## config.mk

```make
export PLATFORM = sky130hd
export DESIGN_NAME = fp_shiftadd_mul
export DESIGN_NICKNAME = d
export VERILOG_FILES = /design/src/rtl/fmul_pkg.sv /design/src/rtl/fmul_order.sv /design/src/rtl/fmul_accum.sv /design/src/rtl/fp_shiftadd_mul.sv
export SDC_FILE = /design/constraint.sdc
export NUM_CORES = 1
export LEC_CHECK = 0
export BUFFER_PORTS_ARGS = -buffer_cell sky130_fd_sc_hd__buf_4
export CAP_MARGIN = 20
export CORE_UTILIZATION = 23
export CTS_CLUSTER_DIAMETER = 40
export CTS_CLUSTER_SIZE = 16
export DETAILED_ROUTE_END_ITERATION = 8
export PLACE_DENSITY_LB_ADDON = 0.3
export SLEW_MARGIN = 20
export SYNTH_ARGS = -nofsm -noshare
export SYNTH_HDL_FRONTEND = slang
export SYNTH_SLANG_ARGS = --single-unit
```

## constraint.sdc

```tcl
create_clock -name clk -period 7.1 [get_ports clk]
set_input_delay 1.065 -clock clk [delete_from_list [all_inputs] [get_ports clk]]
set_output_delay 1.065 -clock clk [all_outputs]
set_load 0.05 [all_outputs]
```

## src/rtl/fmul_pkg.sv

```systemverilog
// Shared types for the shift-add multiplier.
// Assumes: class ranking is encoded so that a larger code has higher precedence.
package fmul_pkg;
    typedef enum logic [1:0] {
        CLS_ZERO = 2'd0,
        CLS_NUM  = 2'd1,
        CLS_INF  = 2'd2,
        CLS_NAN  = 2'd3
    } fcls_e;

    typedef enum logic [1:0] {
        ST_IDLE = 2'd0,
        ST_RUN  = 2'd1,
        ST_NORM = 2'd2
    } fstate_e;
endpackage

```

## src/rtl/fmul_order.sv

```systemverilog
// Orders two operands by class precedence and resolves special-operand results.
// Assumes: NaN quietness is mantissa bit MANT_W-2; purely combinational.
module fmul_order
    import fmul_pkg::*;
#(
    parameter int MANT_W = 96,
    parameter int EXP_W  = 16
) (
    input  logic [1:0]        a_cls,
    input  logic              a_sign,
    input  logic [EXP_W-1:0]  a_exp,
    input  logic [MANT_W-1:0] a_mant,
    input  logic [1:0]        b_cls,
    input  logic              b_sign,
    input  logic [EXP_W-1:0]  b_exp,
    input  logic [MANT_W-1:0] b_mant,
    output logic              special,
    output logic [1:0]        sp_cls,
    output logic              sp_sign,
    output logic [EXP_W-1:0]  sp_exp,
    output logic [MANT_W-1:0] sp_mant,
    output logic [EXP_W-1:0]  exp_sum,
    output logic [MANT_W-1:0] mcand,
    output logic [MANT_W-1:0] mplier,
    output logic              prod_sign
);
    localparam logic [MANT_W-1:0] DEF_NAN_MANT = {2'b01, {(MANT_W-2){1'b0}}};

    logic              swap;
    logic [1:0]        x_cls, y_cls;
    logic [EXP_W-1:0]  y_exp;
    logic [MANT_W-1:0] y_mant;

    // Pick the primary operand: higher class wins, lone signalling NaN wins a tie.
    always_comb begin
        swap = (a_cls > b_cls) ||
               ((a_cls == CLS_NAN) && (b_cls == CLS_NAN) &&
                !a_mant[MANT_W-2] && b_mant[MANT_W-2]);
        x_cls  = swap ? b_cls  : a_cls;
        y_cls  = swap ? a_cls  : b_cls;
        y_exp  = swap ? a_exp  : b_exp;
        y_mant = swap ? a_mant : b_mant;
        mcand  = swap ? b_mant : a_mant;
        mplier = y_mant;
        prod_sign = a_sign ^ b_sign;
        exp_sum   = a_exp + b_exp;
    end

    // Resolve the non-arithmetic outcomes in precedence order.
    always_comb begin
        special = !((x_cls == CLS_NUM) && (y_cls == CLS_NUM));
        sp_cls  = CLS_ZERO;
        sp_sign = prod_sign;
        sp_exp  = '0;
        sp_mant = '0;
        if (y_cls == CLS_NAN) begin
            sp_cls  = CLS_NAN;
            sp_exp  = y_exp;
            sp_mant = y_mant;
        end else if (y_cls == CLS_INF) begin
            if (x_cls == CLS_ZERO) begin
                sp_cls  = CLS_NAN;
                sp_sign = 1'b0;
                sp_mant = DEF_NAN_MANT;
            end else begin
                sp_cls  = CLS_INF;
                sp_exp  = y_exp;
                sp_mant = y_mant;
            end
        end
    end
endmodule

```

## src/rtl/fmul_accum.sv

```systemverilog
// Radix-2 shift-add accumulator with zero-word skipping and one-step normalisation.
// Assumes: multiplier bit MANT_W-1 set, low GR_W bits zero, GR_W < 32.
module fmul_accum #(
    parameter int MANT_W = 96,
    parameter int GR_W   = 2
) (
    input  logic              clk,
    input  logic              rst_n,
    input  logic              load,
    input  logic              step,
    input  logic [MANT_W-1:0] mcand,
    input  logic [MANT_W-1:0] mplier,
    output logic              fin,
    output logic [MANT_W-1:0] norm_mant,
    output logic              norm_sticky,
    output logic              norm_inc
);
    localparam int WORD_W = 32;
    localparam int NW     = (MANT_W + WORD_W - 1) / WORD_W;
    localparam int WI_W   = (NW > 1) ? $clog2(NW) : 1;
    localparam int YP_W   = NW * WORD_W;
    localparam int ACC_W  = MANT_W + 1;
    localparam int TOP_BI = (MANT_W - 1) % WORD_W;

    logic [ACC_W-1:0]  acc_q;
    logic              sticky_q;
    logic [MANT_W-1:0] x_q;
    logic [YP_W-1:0]   y_q;
    logic [WI_W-1:0]   wi_q;
    logic [4:0]        bi_q;
    logic [WORD_W-1:0] word_val;
    logic              is_top, skip, cur_bit;
    logic [ACC_W-1:0]  addend;

    // Select the active multiplier word and decide skip or bit step.
    always_comb begin
        word_val = y_q[{wi_q, 5'd0} +: WORD_W];
        is_top   = (wi_q == WI_W'(NW - 1));
        skip     = !is_top && (word_val == '0);
        cur_bit  = word_val[bi_q];
        fin      = is_top && (bi_q == 5'(TOP_BI));
        addend   = cur_bit ? {1'b0, x_q} : '0;
    end

    // Accumulator, sticky and position counters.
    always_ff @(posedge clk) begin
        if (!rst_n) begin
            acc_q    <= '0;
            sticky_q <= 1'b0;
            x_q      <= '0;
            y_q      <= '0;
            wi_q     <= '0;
            bi_q     <= '0;
        end else if (load) begin
            acc_q    <= '0;
            sticky_q <= 1'b0;
            x_q      <= mcand;
            y_q      <= YP_W'(mplier);
            wi_q     <= '0;
            bi_q     <= 5'(GR_W);
        end else if (step) begin
            if (skip) begin
                if (wi_q != '0) begin
                    acc_q    <= acc_q >> WORD_W;
                    sticky_q <= sticky_q | (|acc_q[WORD_W-1:0]);
                end
                wi_q <= wi_q + WI_W'(1);
                bi_q <= '0;
            end else begin
                acc_q    <= (acc_q >> 1) + addend;
                sticky_q <= sticky_q | acc_q[0];
                if (bi_q == 5'd31) begin
                    wi_q <= wi_q + WI_W'(1);
                    bi_q <= '0;
                end else begin
                    bi_q <= bi_q + 5'd1;
                end
            end
        end
    end

    // Normalise a product in [1,4) by at most one place.
    always_comb begin
        norm_inc    = acc_q[MANT_W];
        norm_mant   = norm_inc ? acc_q[MANT_W:1] : acc_q[MANT_W-1:0];
        norm_sticky = sticky_q | (norm_inc & acc_q[0]);
    end

    // Once set, sticky survives every further step.
    assert_sticky_hold_R8: assert property (@(posedge clk) disable iff (!rst_n)
        (step && sticky_q) |=> sticky_q);

    // Product of two normalised mantissas is at least one.
    assert_product_ge_one_R7: assert property (@(posedge clk) disable iff (!rst_n)
        (step && fin) |=> (acc_q[MANT_W] | acc_q[MANT_W-1]));
endmodule

```

## src/rtl/fp_shiftadd_mul.sv

```systemverilog
// Top: start/busy/done control around the ordering logic and the accumulator.
// Assumes: number operands are normalised with zero guard/round bits.
module fp_shiftadd_mul
    import fmul_pkg::*;
#(
    parameter int MANT_W = 96,
    parameter int EXP_W  = 16,
    parameter int GR_W   = 2
) (
    input  logic              clk,
    input  logic              rst_n,
    input  logic              start,
    input  logic [1:0]        a_cls,
    input  logic              a_sign,
    input  logic [EXP_W-1:0]  a_exp,
    input  logic [MANT_W-1:0] a_mant,
    input  logic [1:0]        b_cls,
    input  logic              b_sign,
    input  logic [EXP_W-1:0]  b_exp,
    input  logic [MANT_W-1:0] b_mant,
    output logic              busy,
    output logic              done,
    output logic [1:0]        r_cls,
    output logic              r_sign,
    output logic [EXP_W-1:0]  r_exp,
    output logic [MANT_W-1:0] r_mant,
    output logic              r_sticky
);
    fstate_e           state_q;
    logic              special, sp_sign, prod_sign;
    logic [1:0]        sp_cls;
    logic [EXP_W-1:0]  sp_exp, exp_sum, exp_q;
    logic [MANT_W-1:0] sp_mant, mcand, mplier, norm_mant;
    logic              sign_q, fin, norm_sticky, norm_inc, load, step;

    fmul_order #(.MANT_W(MANT_W), .EXP_W(EXP_W)) u_order (
        .a_cls(a_cls), .a_sign(a_sign), .a_exp(a_exp), .a_mant(a_mant),
        .b_cls(b_cls), .b_sign(b_sign), .b_exp(b_exp), .b_mant(b_mant),
        .special(special), .sp_cls(sp_cls), .sp_sign(sp_sign),
        .sp_exp(sp_exp), .sp_mant(sp_mant), .exp_sum(exp_sum),
        .mcand(mcand), .mplier(mplier), .prod_sign(prod_sign)
    );

    fmul_accum #(.MANT_W(MANT_W), .GR_W(GR_W)) u_accum (
        .clk(clk), .rst_n(rst_n), .load(load), .step(step),
        .mcand(mcand), .mplier(mplier), .fin(fin),
        .norm_mant(norm_mant), .norm_sticky(norm_sticky), .norm_inc(norm_inc)
    );

    // Handshake decode.
    always_comb begin
        busy = (state_q != ST_IDLE);
        load = (state_q == ST_IDLE) && start && !special;
        step = (state_q == ST_RUN);
    end

    // Control sequence and registered result.
    always_ff @(posedge clk) begin
        if (!rst_n) begin
            state_q  <= ST_IDLE;
            done     <= 1'b0;
            sign_q   <= 1'b0;
            exp_q    <= '0;
            r_cls    <= '0;
            r_sign   <= 1'b0;
            r_exp    <= '0;
            r_mant   <= '0;
            r_sticky <= 1'b0;
        end else begin
            done <= 1'b0;
            case (state_q)
                ST_IDLE: if (start) begin
                    if (special) begin
                        r_cls    <= sp_cls;
                        r_sign   <= sp_sign;
                        r_exp    <= sp_exp;
                        r_mant   <= sp_mant;
                        r_sticky <= 1'b0;
                        done     <= 1'b1;
                    end else begin
                        sign_q  <= prod_sign;
                        exp_q   <= exp_sum;
                        state_q <= ST_RUN;
                    end
                end
                ST_RUN: if (fin) state_q <= ST_NORM;
                ST_NORM: begin
                    r_cls    <= CLS_NUM;
                    r_sign   <= sign_q;
                    r_exp    <= exp_q + EXP_W'(norm_inc);
                    r_mant   <= norm_mant;
                    r_sticky <= norm_sticky;
                    done     <= 1'b1;
                    state_q  <= ST_IDLE;
                end
                default: state_q <= ST_IDLE;
            endcase
        end
    end

    // A result is never flagged while the block still works.
    assert_done_not_busy_R6: assert property (@(posedge clk) disable iff (!rst_n)
        done |-> !busy);

    // Special operands finish in one cycle without entering the loop.
    assert_special_one_cycle_R6: assert property (@(posedge clk) disable iff (!rst_n)
        (start && !busy && special) |=> (done && !busy && !r_sticky));

    // Number results leave normalised.
    assert_norm_top_bit_R12: assert property (@(posedge clk) disable iff (!rst_n)
        (done && r_cls == CLS_NUM) |-> r_mant[MANT_W-1]);

    // A start while busy does not restart the sequence.
    assert_start_ignored_R10: assert property (@(posedge clk) disable iff (!rst_n)
        (state_q == ST_RUN && !fin) |=> (state_q == ST_RUN || state_q == ST_NORM));
endmodule

```

==> impl_metrics.env <==
export IMPL_period_share=0.897
export IMPL_start_util=0.232
export IMPL_clock_latency_ns=0.69
export IMPL_synth_warnings=0
export IMPL_finalMaxSlewViolations=0
export IMPL_cts_sinks=433
export IMPL_hold_class="reg -> reg"
export IMPL_fin_skew_ns=0.0467
export IMPL_wire_per_inst_um=23.3
export IMPL_synth_flop_cell="dfxtp_1"
export IMPL_antenna_cells=0
export IMPL_met3_usage=0.0248
export IMPL_path_class="reg -> reg"
export IMPL_synthCells=3265
export IMPL_synth_top_family_by_area="compound AO/OA/AOI/OAI gates"
export IMPL_vias_per_cell=5.11
export IMPL_gp_congestion=0.908
export IMPL_root_buffer="clkbuf_16"
export IMPL_slew_headroom=0.289
export IMPL_drt_iter0_drc=2301
export IMPL_drive_gt1_frac=0.174
export IMPL_dpl_hpwl_mm=92.1
export IMPL_synth_xor_area_frac=0.0369
export IMPL_setup_ws_ns=0.728
export IMPL_gr_total_overflow=0
export IMPL_combPwrFrac=0.148
export IMPL_grtUsageMet1=0.244
export IMPL_cp_max_fo=38
export IMPL_clkTransAtPathRegs_ns=0.05
export IMPL_fmax_mhz=157
export IMPL_route_detailed_drc=0
export IMPL_async_reset_ff_frac=0
export IMPL_first_pass_iters=5
export IMPL_worst_path_max_delay_cell="dfxtp_2"
export IMPL_num_nets_final=3818
export IMPL_synth_fa_ha_area_frac=0.0542
export IMPL_h_tree_depth=3
export IMPL_cts_max_path_buffers=3
export IMPL_dieArea_mm2=0.124
export IMPL_pin_count=351
export IMPL_power_density_mw_per_mm2=241
export IMPL_setup_viol=0
export IMPL_layout_commonest_cell="dfxtp_1"
export IMPL_synth_mux_area_frac=0.132
export IMPL_grt_pass1_wl_mm=175
export IMPL_timing_max_cap_violations=0
export IMPL_vdd_ir_drop_max_mv=0.208
export IMPL_cpPeakStageDelay_ns=0.80
export IMPL_switchingPower_mw=2.52
export IMPL_post_cts_buffers=0
export IMPL_grt_max_degree=218
export IMPL_swShare=0.294
export IMPL_end_kind="flop"
export IMPL_cp_required_ns=7.65
export IMPL_dp_slack_ns=0.705
export IMPL_seq_power_share=0.304
export IMPL_grt_usage=0.187
export IMPL_arrival_ns=6.92
export IMPL_synth_edff_count=0
export IMPL_synth_compound_area_share=0.280
export IMPL_synth_simple_gate_area_frac=0.143
export IMPL_area_growth_pct=26.1
export IMPL_grt_pass1_vias=25700
export IMPL_core_area_mm2=0.122
export IMPL_ys_seq_elements=433
export IMPL_rows=128
export IMPL_leakagePower_nw=17.3
export IMPL_die_y_um=352
export IMPL_status="finished, final reports clean"
export IMPL_top_usage_layer="met2"
export IMPL_rsz0062_at_grt="false"
export IMPL_synth_fp_nets=3619
export IMPL_fillerInstances=13100
export IMPL_dr_total_vias=26400
export IMPL_power_frac_clock=0.548
export IMPL_port_buffers=350
export IMPL_gr_usage_met2=0.316
export IMPL_totalNegativeSetupSlack_ns=0
export IMPL_syn_area_per_cell_um2=8.65
export IMPL_min_period_ns=6.37
export IMPL_syn_area_mm2=0.0282
export IMPL_cts_buffers=95
export IMPL_cts_resized=0
export IMPL_yosysUniqueCellTypes=81
export IMPL_path_cells="inv_1, a21oi_1, a21oi_1, mux4_2, mux4_2, mux2_2, and2_1, ha_1, fa_1, a211oi_2, o211ai_2, a41oi_1, o31ai_2, a21oi_4, o21a_1, o211ai_2, a311o_1, a41oi_1, xor2_1, o21ai_1"
export IMPL_grt_antenna_before_repair=2
export IMPL_fp_dieW_um=352
export IMPL_most_common_layout_cells="dfxtp_1 (430), nand2_1 (409), buf_4 (379)"
export IMPL_ctsHoldBuffers=0
export IMPL_finalHoldViolCount=0
export IMPL_yosysSeqAreaShare=0.307
export IMPL_routed_wl_mm=120
export IMPL_p_int_mw=6.05
export IMPL_cts_tree="yes"
export IMPL_drtAntennaViolNets=0
export IMPL_worst_slew_pin_slew_ns=1.07
export IMPL_start_kind="flop"
export IMPL_regToRegSetupSlack_ns=0.73
[layer usage]
| metal | vias up | share of wire | routed length (µm) |
|---|---|---|---|
| li1 | 12600 | - | - |
| met1 | 13000 | 0.45 | 53600 |
| met2 | 703 | 0.48 | 57900 |
| met3 | 139 | 0.045 | 5400 |
| met4 | 0 | 0.029 | 3520 |
| met5 | - | 0 | 0 |
[cell families (layout without fill, tap and decap cells)]
kind of cell | after synthesis | after routing
AOI/OAI and AO/OA | 1032 | 1032
xor gates and xnor gates | 119 | 119
adders and majority gates | 121 | 121
buffers and inverters | 332 | 614
DFF | 433 | 433
muxes | 359 | 359
and+or+nand+nor | 869 | 869
[registers in the layout, summed over array words and instances (netlist names)]
name	count
exp_q	16
done	1
u_accum.y_q	96
u_accum.acc_q	97
u_accum.wi_q	2
u_accum.sticky_q	1
state_q	2
r_sign	1
r_cls	2
r_mant	96
u_accum.x_q	96
sign_q	1
r_sticky	1
u_accum.bi_q	5
r_exp	16
[power by group through the flow]
| stage | logic (mW) | clock network, mW | registers (mW) |
|---|---|---|---|
| final | 1.27 | 4.70 | 2.61 |
| after global routing | 1.35 | 4.91 | 2.61 |
| after CTS | 1.27 | 4.79 | 2.61 |
| after detailed placement | 1.27 | 0 | 2.65 |
| after global placement | 1.27 | 0 | 2.65 |
| after floorplan | 0.622 | 0 | 2.80 |
[layout make-up]
type                            count  area, µm²  area share
Clock buffer                      118       2650      0.0743
Timing Repair Buffer              387       3000      0.0843
Sequential cell                   433       8670       0.244
Clock inverter                     62        778      0.0219
Tap cell                         1625       2030      0.0571
Inverter                           47        176     0.00495
Multi-Input combinational cell   2500      18300       0.514
[cell usage after synthesis (5+ instances only)]
cell type    n  area, µm²
a211oi_1    40        300
a21boi_0    13       97.6
a21o_1      52        390
a21oi_1    192        961
a221oi_1     9       78.8
a31oi_1     19        119
and2_1     110        688
and3_1      15       93.8
buf_1       33        124
buf_2       15       75.1
buf_6        7       78.8
clkbuf_1   227        852
dfxtp_1    433       8670
ha_1       119       1490
inv_1       47        176
mux2i_1    346       3460
mux4_2      10        225
nand2_1    410       1540
nand2b_1    10       62.6
nand3_1     29        145
nand4_1     50        313
nor2_1     149        559
nor2b_1     13       81.3
nor3_1      21        105
nor3b_1      5       37.5
nor4_1      25        156
o211a_1    306       3060
o211ai_1    16        120
o21a_1      18        135
o21ai_0    120        601
o21ai_1     19       95.1
o21bai_1    21        158
o221ai_1   111        972
o22ai_1     36        225
o31ai_1     10       75.1
or2_2        7       43.8
or3_1        7       43.8
xnor2_1     66        578
xor2_1      53        464
[critical path, delay by kind of cell, from the launching register on]
kind | cells | cell delay (ns)
DFF | 1 | 0.80
adders and majority gates | 2 | 0.65
muxes | 3 | 1.48
buffers and inverters | 1 | 0.20
AOI/OAI and AO/OA | 12 | 2.66
and+or+nand+nor | 1 | 0.25
xor gates and xnor gates | 1 | 0.18
[stage by stage]
step / hold WS, ns / cell area [µm²] / power, mW / cells / util
floorplan: 0.438 / 28200 / 3.42 / 3265 / -
global placement: 0.451 / 32200 / 3.92 / 4992 / 0.264
detailed placement: 0.464 / 32200 / 3.92 / 4992 / 0.264
CTS: 0.469 / 35600 / 8.67 / 5172 / 0.293
global route: 0.507 / 35600 / 8.87 / 5172 / 0.293
finish: 0.462 / 35600 / 8.57 / 5172 / 0.293
[worst paths after layout]
kind	depth (start not counted)	end	from
worst max-delay path	20	u_accum.acc_q[92]	u_accum.wi_q[1]
worst min register to register	2	r_cls[1]	r_cls[1]
worst max register to register	20	u_accum.acc_q[92]	u_accum.wi_q[1]
worst min-delay path	2	r_cls[1]	r_cls[1]
Note: power is estimated with default switching activity, not from simulation.
